===== src/rtl/nco_octant_fold.sv =====
module nco_octant_fold #(
  parameter int PHASE_W  = 18,
  parameter int AMP_W    = 16,
  parameter int CORE_LAT = 4
) (
  input  logic                     clk,
  input  logic                     rst_n,
  input  logic                     load,
  input  logic [PHASE_W-1:0]       fcw_in,
  output logic [PHASE_W-3:0]       core_angle,
  input  logic signed [AMP_W-1:0]  core_cos,
  input  logic signed [AMP_W-1:0]  core_sin,
  output logic signed [AMP_W-1:0]  cos_out,
  output logic signed [AMP_W-1:0]  sin_out,
  output logic                     valid_out
);
  localparam int RES_W = PHASE_W - 3;
  localparam logic [RES_W:0] EIGHTH = (RES_W+1)'(1) << RES_W;
  localparam logic [RES_W:0] ANG_MAX = EIGHTH + (EIGHTH >> 1) + (EIGHTH >> 4)
                                     + (EIGHTH >> 7) + (EIGHTH >> 11);
  localparam logic signed [AMP_W-1:0] AMP_MIN = {1'b1, {(AMP_W-1){1'b0}}};
  localparam logic signed [AMP_W-1:0] AMP_MAX = {1'b0, {(AMP_W-1){1'b1}}};

  logic [PHASE_W-1:0] fcw_q, phase_q;
  logic [2:0]         oct_pipe [0:CORE_LAT];
  logic [CORE_LAT:0]  vpipe;

  always_ff @(posedge clk or negedge rst_n)
    if (!rst_n) begin
      fcw_q   <= '0;
      phase_q <= '0;
    end else begin
      phase_q <= phase_q + fcw_q;
      if (load) fcw_q <= fcw_in;
    end

  wire [2:0]       oct = phase_q[PHASE_W-1 -: 3];
  wire [RES_W-1:0] res = phase_q[RES_W-1:0];
  wire [RES_W:0]   fold = oct[0] ? EIGHTH - {1'b0, res} : {1'b0, res};
  wire [RES_W:0]   scaled = fold + (fold >> 1) + (fold >> 4) + (fold >> 7) + (fold >> 11);

  always_ff @(posedge clk or negedge rst_n)
    if (!rst_n) begin
      core_angle <= '0;
      vpipe      <= '0;
      for (int i = 0; i <= CORE_LAT; i++) oct_pipe[i] <= '0;
    end else begin
      core_angle  <= scaled;
      vpipe       <= {vpipe[CORE_LAT-1:0], 1'b1};
      oct_pipe[0] <= oct;
      for (int i = 1; i <= CORE_LAT; i++) oct_pipe[i] <= oct_pipe[i-1];
    end

  wire [2:0] ot   = oct_pipe[CORE_LAT];
  wire       swap = ot[1] ^ ot[0];
  wire       xinv = ot[2] ^ ot[1];
  wire       yinv = ot[2];

  wire signed [AMP_W-1:0] pre_c = swap ? core_sin : core_cos;
  wire signed [AMP_W-1:0] pre_s = swap ? core_cos : core_sin;

  function automatic logic signed [AMP_W-1:0] sat_neg(input logic signed [AMP_W-1:0] v);
    return (v == AMP_MIN) ? AMP_MAX : -v;
  endfunction

  always_ff @(posedge clk or negedge rst_n)
    if (!rst_n) begin
      cos_out   <= '0;
      sin_out   <= '0;
      valid_out <= 1'b0;
    end else begin
      cos_out   <= xinv ? sat_neg(pre_c) : pre_c;
      sin_out   <= yinv ? sat_neg(pre_s) : pre_s;
      valid_out <= vpipe[CORE_LAT];
    end

  p_fcw_hold_r2: assert property (@(posedge clk) disable iff (!rst_n)
    !load |=> $stable(fcw_q));
  p_fcw_take_r2: assert property (@(posedge clk) disable iff (!rst_n)
    load |=> fcw_q == $past(fcw_in));
  p_angle_max_r5: assert property (@(posedge clk) disable iff (!rst_n)
    {1'b0, core_angle} <= ANG_MAX);
  p_pass_r7: assert property (@(posedge clk) disable iff (!rst_n)
    ot == 3'b000 |=> (cos_out == $past(core_cos) && sin_out == $past(core_sin)));
  p_no_overflow_r8: assert property (@(posedge clk) disable iff (!rst_n)
    (!swap && xinv && core_cos == AMP_MIN) |=> cos_out == AMP_MAX);
  p_valid_hold_r9: assert property (@(posedge clk) disable iff (!rst_n)
    valid_out |=> valid_out);
endmodule


===== config.mk =====
export PLATFORM = sky130hd
export DESIGN_NAME = nco_octant_fold
export DESIGN_NICKNAME = d
export VERILOG_FILES = /design/src/rtl/nco_octant_fold.sv
export SDC_FILE = /design/constraint.sdc
export NUM_CORES = 1
export LEC_CHECK = 0
export CAP_MARGIN = 20
export CORE_MARGIN = 2
export CORE_UTILIZATION = 56
export CTS_BUF_LIST = sky130_fd_sc_hd__clkbuf_16
export DETAILED_ROUTE_END_ITERATION = 16
export HOLD_SLACK_MARGIN = 0.02
export PLACE_DENSITY_LB_ADDON = 0.2
export SKIP_CTS_REPAIR_TIMING = 1
export SLEW_MARGIN = 20
export SYNTH_ARGS = -nofsm -noshare
export SYNTH_HDL_FRONTEND = slang
export SYNTH_SLANG_ARGS = --single-unit

===== constraint.sdc =====
create_clock -name clk -period 6.7 [get_ports clk]
set_clock_uncertainty 0.2 [all_clocks]
set_input_delay 0.67 -clock clk [delete_from_list [all_inputs] [get_ports clk]]
set_output_delay 0.67 -clock clk [all_outputs]
set_load 0.02 [all_outputs]

==> results.md, run 1 <==
- The run finished with clean final reports.
- The portion of the post-synthesis area used by sequential elements is 37.09%.
- TritonCTS built the clock tree.
- The max-capacitance violation count is 0.
- Compared with the post-synthesis result, the final layout area differs by 20.56%.
- Of all flip-flops after synthesis, the portion carrying an async set or reset was 100.0%.
- From bottom edge to top edge, the die measures ~120 µm.
- At the end of routability-driven placement, the weighted congestion stood at 0.9068.
- The overall track demand over capacity in global routing is a little under a quarter.
- The instance area at placement is 8258 µm².
- The portion of synthesized cell area occupied by the leading cell type is 37.09%.
- The startpoint type of the worst setup path is a flip-flop.
- The largest fanout of any net on the critical path is 5.
- The first global-routing pass estimated 25240 µm of wire.
- The library cell with the largest summed area after synthesis is sky130_fd_sc_hd__dfrtp_1.
- The finished cells cover 8541 µm².
- Of the cells placed in the final design, the portion with a size suffix greater than 1 is 6.203%.
- Adding up every negative setup slack in the final design gives 0 ps.
- Setup violations remaining at the end of the flow were counted as 0.
- The number of distinct library cell variants in the gate-level netlist after synthesis is 60.
- The post-synthesis instance area is 7084 µm².
- The arrival time of the worst setup path is 5810 ps.
- The average instance area after synthesis is roughly 10 µm².
- The number of nets with antenna violations after routing is 0.
- Setup repair after global routing left no endpoint under its margin.
- Counting along the longest clock path gives a buffer depth of 2.
- The total inserted antenna cells is 0.
- The max-slew violation count was 0.
- After detailed routing, the average wire length per cell comes to 15.82 µm.
- The critical path is of the reg2reg type.
- The share of the clock period used by the worst path is 85.44%.
- For this run, the detailed router's first-pass iteration total came to 7.
- The area of the die is 13570 µm².
- The achievable clock frequency is roughly 170 MHz.
- For the pin with the worst max-slew slack, the measured transition is slightly below 900 ps.
- For the worst setup path, the data required time is ~6800 ps.
- The buffer cell driving the clock tree root is sky130_fd_sc_hd__clkbuf_16.
- The total detailed-routing wirelength is 15480 µm.
- For this run, design rule violations remaining after detail routing come to 0.
- Counting every net in the synthesized netlist gives 840.
- After detailed routing, the number of vias per cell comes to 5.564.
- The tree built by TritonCTS fans out to 105 sinks.
- After synthesis, the cell types taking the most area are sky130_fd_sc_hd__dfrtp_1 37%, sky130_fd_sc_hd__ha_1 11%, sky130_fd_sc_hd__xnor2_1 6.3%.
- In the synthesized netlist, the number of instances is 706.
- The final count of hold timing violations was 0.
- Yosys mapped a number of flops with a built-in enable equal to 0.
- The number of global-route vias before repair is 5309.
- The flip-flop and latch count after synthesis is between 100 and 150.
- The H-tree depth is 3.
- Port buffering added 101 buffers.
- The filler cell count is 977.
- The endpoint class of the critical path is a flip-flop.
- The number of placement rows is 41.
- For this run, the leading register cell type out of synthesis is sky130_fd_sc_hd__dfrtp_1.
- The region available for standard cell placement spans 12470 µm².
- Counting the buffers created by CTS gives 9.
- The worst hold path belongs to the class in2async.
- Global routing finished with a remaining overflow of 0.
- The placed wire-length estimate after detailed placement is around 12000 µm.
- The net count of the finished layout is 935.
- The yosys synthesis warning count is 0.
- The initial antenna violation count is 0.
- Clock-pin slew was measured on the worst setup and hold paths at about 80 ps.
- The clock latency of the later-clocked register in the worst-skew pair is 360 ps.
- The initial utilization of the core area, before any placement, comes to 56.83%.
- In this run, the number of DRC markers left after iteration 0 of detailed routing was 345.
- The via count is roughly 5400.
- The x dimension of the die is 116.5 µm.
- Headroom to the max-slew limit came out at 40.74%.
- The maximum number of pins on one net before global-route repair is 73.
- Subtracting the final worst setup slack from the clock period gives 5724 ps.
- just over 100 I/O pins were placed.
==> per-stage QoR <==
stage	setup WS [ps]	hold slack [ps]	util, %	std cells
after CTS	895.3	38.14	68.51	978
final	975.5	29.72	68.51	978
after floorplan	1404	131.2	-	706
after global routing	601.3	61.44	68.51	978
after global placement	1098	134.3	66.25	962
after detailed placement	930.6	136.2	66.25	962
==> final timing paths <==
kind	start	end	slack, ps	depth (start not counted)
hold / removal	rst_n	cos_out[1]	30	1
hold reg to reg	oct_pipe[12]	oct_pipe[9]	150	0
max in group asynchronous	rst_n	phase_q[5]	5030	2
setup reg to reg	phase_q[1]	core_angle[15]	980	19
min in group clk	oct_pipe[12]	oct_pipe[9]	150	0
setup / recovery	phase_q[1]	core_angle[15]	980	19
==> cells in the final DEF, fill, tap and decap left out, drive strengths merged, types with 7 or more instances in the layout <==
master           n
mux2            17
xor2            24
inv             50
o31ai           10
a21o            13
nand2           78
nor3            24
dfrtp          105
a21oi           31
fa              21
o21ai           33
ha              60
nand2b           7
mux2i           31
clkdlybuf4s50  100
xnor2           51
clkbuf           9
nand3           12
or3             11
nor2            28
==> critical path, stage by stage (launching register included) <==
cell and delay (ps):
sky130_fd_sc_hd__dfrtp_1 420, sky130_fd_sc_hd__inv_1 140, sky130_fd_sc_hd__ha_1 180, sky130_fd_sc_hd__nand2_1 60, sky130_fd_sc_hd__or3_1 350, sky130_fd_sc_hd__o31ai_1 260
sky130_fd_sc_hd__xor2_1 490, sky130_fd_sc_hd__inv_1 120, sky130_fd_sc_hd__fa_1 500, sky130_fd_sc_hd__inv_1 60, sky130_fd_sc_hd__fa_1 530, sky130_fd_sc_hd__inv_1 60
sky130_fd_sc_hd__fa_1 470, sky130_fd_sc_hd__ha_1 350, sky130_fd_sc_hd__o21a_1 200, sky130_fd_sc_hd__o31a_1 140, sky130_fd_sc_hd__o41ai_2 350, sky130_fd_sc_hd__o21ai_1 170
sky130_fd_sc_hd__or4_1 510, sky130_fd_sc_hd__nand3_1 100
==> sequential cells by signal (all words and copies together) (netlist names) <==
signal      cells
fcw_q          18
phase_q        18
core_angle     16
cos_out        16
sin_out        16
oct_pipe       12
vpipe           5
ot              3
valid_out       1
==> cell usage after synthesis, types with 3 or more instances <==
cell / n
sky130_fd_sc_hd__dfrtp_1: 105
sky130_fd_sc_hd__nand2_1: 78
sky130_fd_sc_hd__ha_1: 60
sky130_fd_sc_hd__xnor2_1: 51
sky130_fd_sc_hd__inv_1: 45
sky130_fd_sc_hd__a21oi_1: 31
sky130_fd_sc_hd__mux2i_1: 30
sky130_fd_sc_hd__o21ai_0: 30
sky130_fd_sc_hd__nor2_1: 28
sky130_fd_sc_hd__nor3_1: 24
sky130_fd_sc_hd__xor2_1: 24
sky130_fd_sc_hd__fa_1: 21
sky130_fd_sc_hd__mux2_2: 17
sky130_fd_sc_hd__a21o_1: 13
sky130_fd_sc_hd__nand3_1: 12
sky130_fd_sc_hd__clkbuf_1: 11
sky130_fd_sc_hd__or3_1: 11
sky130_fd_sc_hd__o31ai_1: 8
sky130_fd_sc_hd__nand2b_1: 7
sky130_fd_sc_hd__a31oi_1: 6
sky130_fd_sc_hd__buf_2: 6
sky130_fd_sc_hd__nor4_1: 6
sky130_fd_sc_hd__o211ai_1: 6
sky130_fd_sc_hd__and2_1: 5
sky130_fd_sc_hd__a211oi_1: 4
sky130_fd_sc_hd__nor3b_1: 4
sky130_fd_sc_hd__o21a_1: 4
sky130_fd_sc_hd__o21bai_1: 4
sky130_fd_sc_hd__or4_1: 4
sky130_fd_sc_hd__and3_1: 3
sky130_fd_sc_hd__nand4_1: 3
sky130_fd_sc_hd__nor2b_1: 3
sky130_fd_sc_hd__o21ai_1: 3
sky130_fd_sc_hd__o22ai_1: 3
sky130_fd_sc_hd__o32a_1: 3
==> routing by layer <==
| layer | global-route usage, % | up-vias | share of wire [%] |
|---|---|---|---|
| met5 | 0 | - | 0 |
| met4 | 7.540 | 0 | 1.9 |
| met3 | 4.982 | 28 | 5.4 |
| met2 | 38.68 | 189 | 46 |
| met1 | 32.71 | 2573 | 47 |
| li1 | - | 2652 | - |
==> layout make-up <==
| class | count | area [µm²] | area share, % |
|---|---|---|---|
| Multi-Input combinational cell | 534 | 4200 | 49.18 |
| Clock buffer | 9 | 225.2 | 2.637 |
| Timing Repair Buffer | 106 | 1046 | 12.25 |
| Inverter | 45 | 168.9 | 1.978 |
| Clock inverter | 7 | 57.56 | 0.6739 |
| Tap cell | 172 | 215.2 | 2.520 |
| Sequential cell | 105 | 2628 | 30.76 |
==> cell families (layout without fill, tap and decap cells) <==
group | Yosys count | in the layout | share of synthesized area (%)
and+or+nand+nor | 194 | 194 | 13.39
buffers and inverters | 67 | 167 | 3.991
adders and majority gates | 81 | 81 | 16.53
muxes | 48 | 48 | 7.135
AOI/OAI and AO/OA | 135 | 135 | 12.54
other | 1 | 1 | 0.05293
xor gates and xnor gates | 75 | 75 | 9.272
DFF | 105 | 105 | 37.09
Power of run 1 is left out: the tool's default activity adds up to more than one toggle a clock period on the data nets, which glitch-free logic cannot reach.
==> run 2: changes to the inputs <==
Settings changed: CORE_UTILIZATION 56 to 45, REMOVE_ABC_BUFFERS set to 1.
==> run 2 against run 1 <==
  * Final cell count rose by 4.0%
  * Count of clock-buffer cells in the layout stayed put
  * Via count is 1.3% lower
  * Highest routed layer unchanged
  * Maximum frequency fell by 0.64%
  * Cell area increased by 0.67%
  * Sequential cell count unchanged
  * Critical path depth unchanged
  * Utilization fell by 12 points
  * Critical endpoint unchanged
  * Die area up 24%
==> results.md, run 2 (synthesis gave the netlist of run 1 again) <==
- Setup repair after global routing left no endpoint under its margin.
- The met2 usage is 30.40%.
- The worst setup path category is reg2reg.
- Routability-driven placement finished with a final weighted congestion of 0.9785.
- The slowest cell on the critical path is sky130_fd_sc_hd__fa_1.
- In the global route stage, overall resource usage came out at 19.02%.
- The initialized floorplan defines 45 standard-cell rows.
- The global-route congestion overflow total is 0.
- At the worst endpoint, the required time is 6790 ps.
- The first global-routing pass estimated 25410 µm of wire.
- The number of ports placed on the die boundary is 102.
- Once the floorplan was initialized, standard cells occupied a little under half of the core.
- During placement, the flow inserted port buffers numbering 101.
- The number of optimization iterations in the first detailed-route pass is 5.
- For the finished layout, the period the worst path requires is just under 6000 ps.
- The initial antenna violation count came to 0.
- The max-slew violation count is 0.
- Entering global routing, the biggest net connects 62 pins.
- The tree is rooted in a sky130_fd_sc_hd__clkbuf_16.
- The final count of hold timing violations came to 0.
- The largest single stage delay on the critical path is 530 ps.
- The layer flagged by global routing as most heavily used is met2.
- Compared with the post-synthesis result, the final layout area differs by 21.37%.
- The total detailed-routing wirelength is 15100 µm.
- STA classifies the critical path startpoint as a flip-flop.
- The detail route stage leaves a number of antenna-violating nets equal to 0.
- The logic depth of the worst register-to-register path is 19.
- Along the worst path, the maximum fanout reaches 5.
- The routed wirelength normalized by instance count is 14.85 µm.
- Once layout is complete, the utilization of the core stands at 56.14%.
- The worst setup path is captured at a flip-flop.
- The die covers roughly 17000 µm².
- In the final layout, the registers with the most flip-flops are fcw_q x18, phase_q x18.
- The run finished with clean final reports.
- The clock reaches the later pin of the worst-skew pair after between 300 and 400 ps.
- The tightest min-delay check is of the in2async type.
- The endpoint of the worst-slack reg-to-reg timing path is core_angle[15].
- Static timing analysis puts the maximum clock frequency at 173.6 MHz.
- The max-capacitance violation count is 0.
- The met1 layer usage reported by global route is 26.74%.
- The final net count is between 900 and 1000.
- The cell family contributing the most delay on the critical path is adder cells.
- The final route contains roughly 5400 vias.
- The most common library cell in the layout ignoring fill and taps is sky130_fd_sc_hd__dfrtp_1.
- The number of global-route vias before repair was 5200.
- The number of DRC markers after the initial detailed-route iteration is 377.
- For the pin with the worst max-slew slack, the measured transition is 847.6 ps.
- The max-slew headroom at the worst pin is 43.32%.
- The post-route netlist has 6.203% of its cells at a drive strength greater than 1.
- The first element of the critical path is phase_q[1].
- The clock sink count is ~110.
- The number of clock buffers inserted by TritonCTS is 9.
- The filler cell count is 1324.
- In the routed layout, each cell is associated on average with a via count of 5.280.
- The x dimension of the die is 129.5 µm.
- The register-to-register setup slack is between 900 and 1000 ps.
- The placed wire-length estimate after detailed placement is ~12000 µm.
- The placeable core region is 15310 µm².
- The number of antenna diodes in the final layout is 0.
- Clock-pin slew was measured on the worst setup and hold paths at 80 ps.
- The die extent in y is 129.5 µm.
- The cell that appears most often on the critical path is sky130_fd_sc_hd__inv_1.
- The number of endpoints failing setup at the final stage is 0.
- Global routing consumed, on the met3 layer, 2.725% of the routing resources.
- After detailed routing, the number of remaining DRC violations is 0.
- The TritonCTS clock tree is built.
- Adding up every negative setup slack in the final design gives 0 ps.
- In this run the number of H-tree levels came out at 3.
- The worst register-to-register path begins at phase_q[1].
- Walking the worst path, the cells encountered are inv_1 -> ha_1 -> nand2_1 -> or3_1 -> o31ai_1 -> xor2_1 -> inv_1 -> fa_1 -> inv_1 -> fa_1 -> inv_1 -> fa_1 -> ha_1 -> o21a_1 -> o31a_1 -> o41ai_2 -> o21ai_1 -> or4_1 -> nand3_1.
- The critical path contains buffers and inverters numbering 4 combined.
- The clock passes through at most 2 buffers.
- The arrival time of the worst setup path is 5850 ps.
- The share of the clock period used by the worst path is between 80% and 90%.
- The library cells used most frequently in the layout, excluding fill and tap cells, are 105 x sky130_fd_sc_hd__dfrtp_1, 100 x sky130_fd_sc_hd__clkdlybuf4s50_1, 78 x sky130_fd_sc_hd__nand2_1.
[run 2: worst max path at each step]
stage                     cells past startpoint  slack [ps]        endpoint
final                                        19         940  core_angle[15]
after detailed placement                     19         990  core_angle[15]
after global routing                         19         530  core_angle[15]
after floorplan                              19        1400  core_angle[15]
after global placement                       19        1120  core_angle[15]
after CTS                                    19         930  core_angle[15]
[run 2: area by class of cell]
class                   instances  area (µm²)  share of cell area [%]
multi-input cells             534        4200                   48.85
flip-flops and latches        105        2628                   30.56
repair buffers                106        1046                   12.17
well taps                     211       264.0                   3.070
clock buffers                   9       225.2                   2.619
inverters                      45       168.9                   1.964
clock inverters                 7       66.31                  0.7712
[run 2: metrics by stage]
| stage | worst slack [ps] | instances | hold slack (ps) | instance area (µm²) |
|---|---|---|---|---|
| floorplan | 1404 | 684 | 131.2 | 6970 |
| global route | 529.0 | 1017 | 136.1 | 8598 |
| global placement | 1123 | 1001 | 131.8 | 8307 |
| detailed placement | 988.6 | 1001 | 134.7 | 8307 |
| finish | 938.5 | 1017 | 90.40 | 8598 |
| CTS | 931.1 | 1017 | 105.2 | 8598 |
[run 2: routing by layer]
metal  up-vias  share of wire [%]
met5         -                  0
met4         0                1.5
met3        17                4.4
met2       139                 46
met1      2558                 48
li1       2656                  -
Power of run 2 is left out for the same reason.
==> run 3: changes to the inputs <==
Settings changed: HOLD_SLACK_MARGIN 0.02 to not set.
==> results of run 3 <==
The final DEF is identical to that of run 2; final timing and power are the same.
Power of run 3 is left out for the same reason.
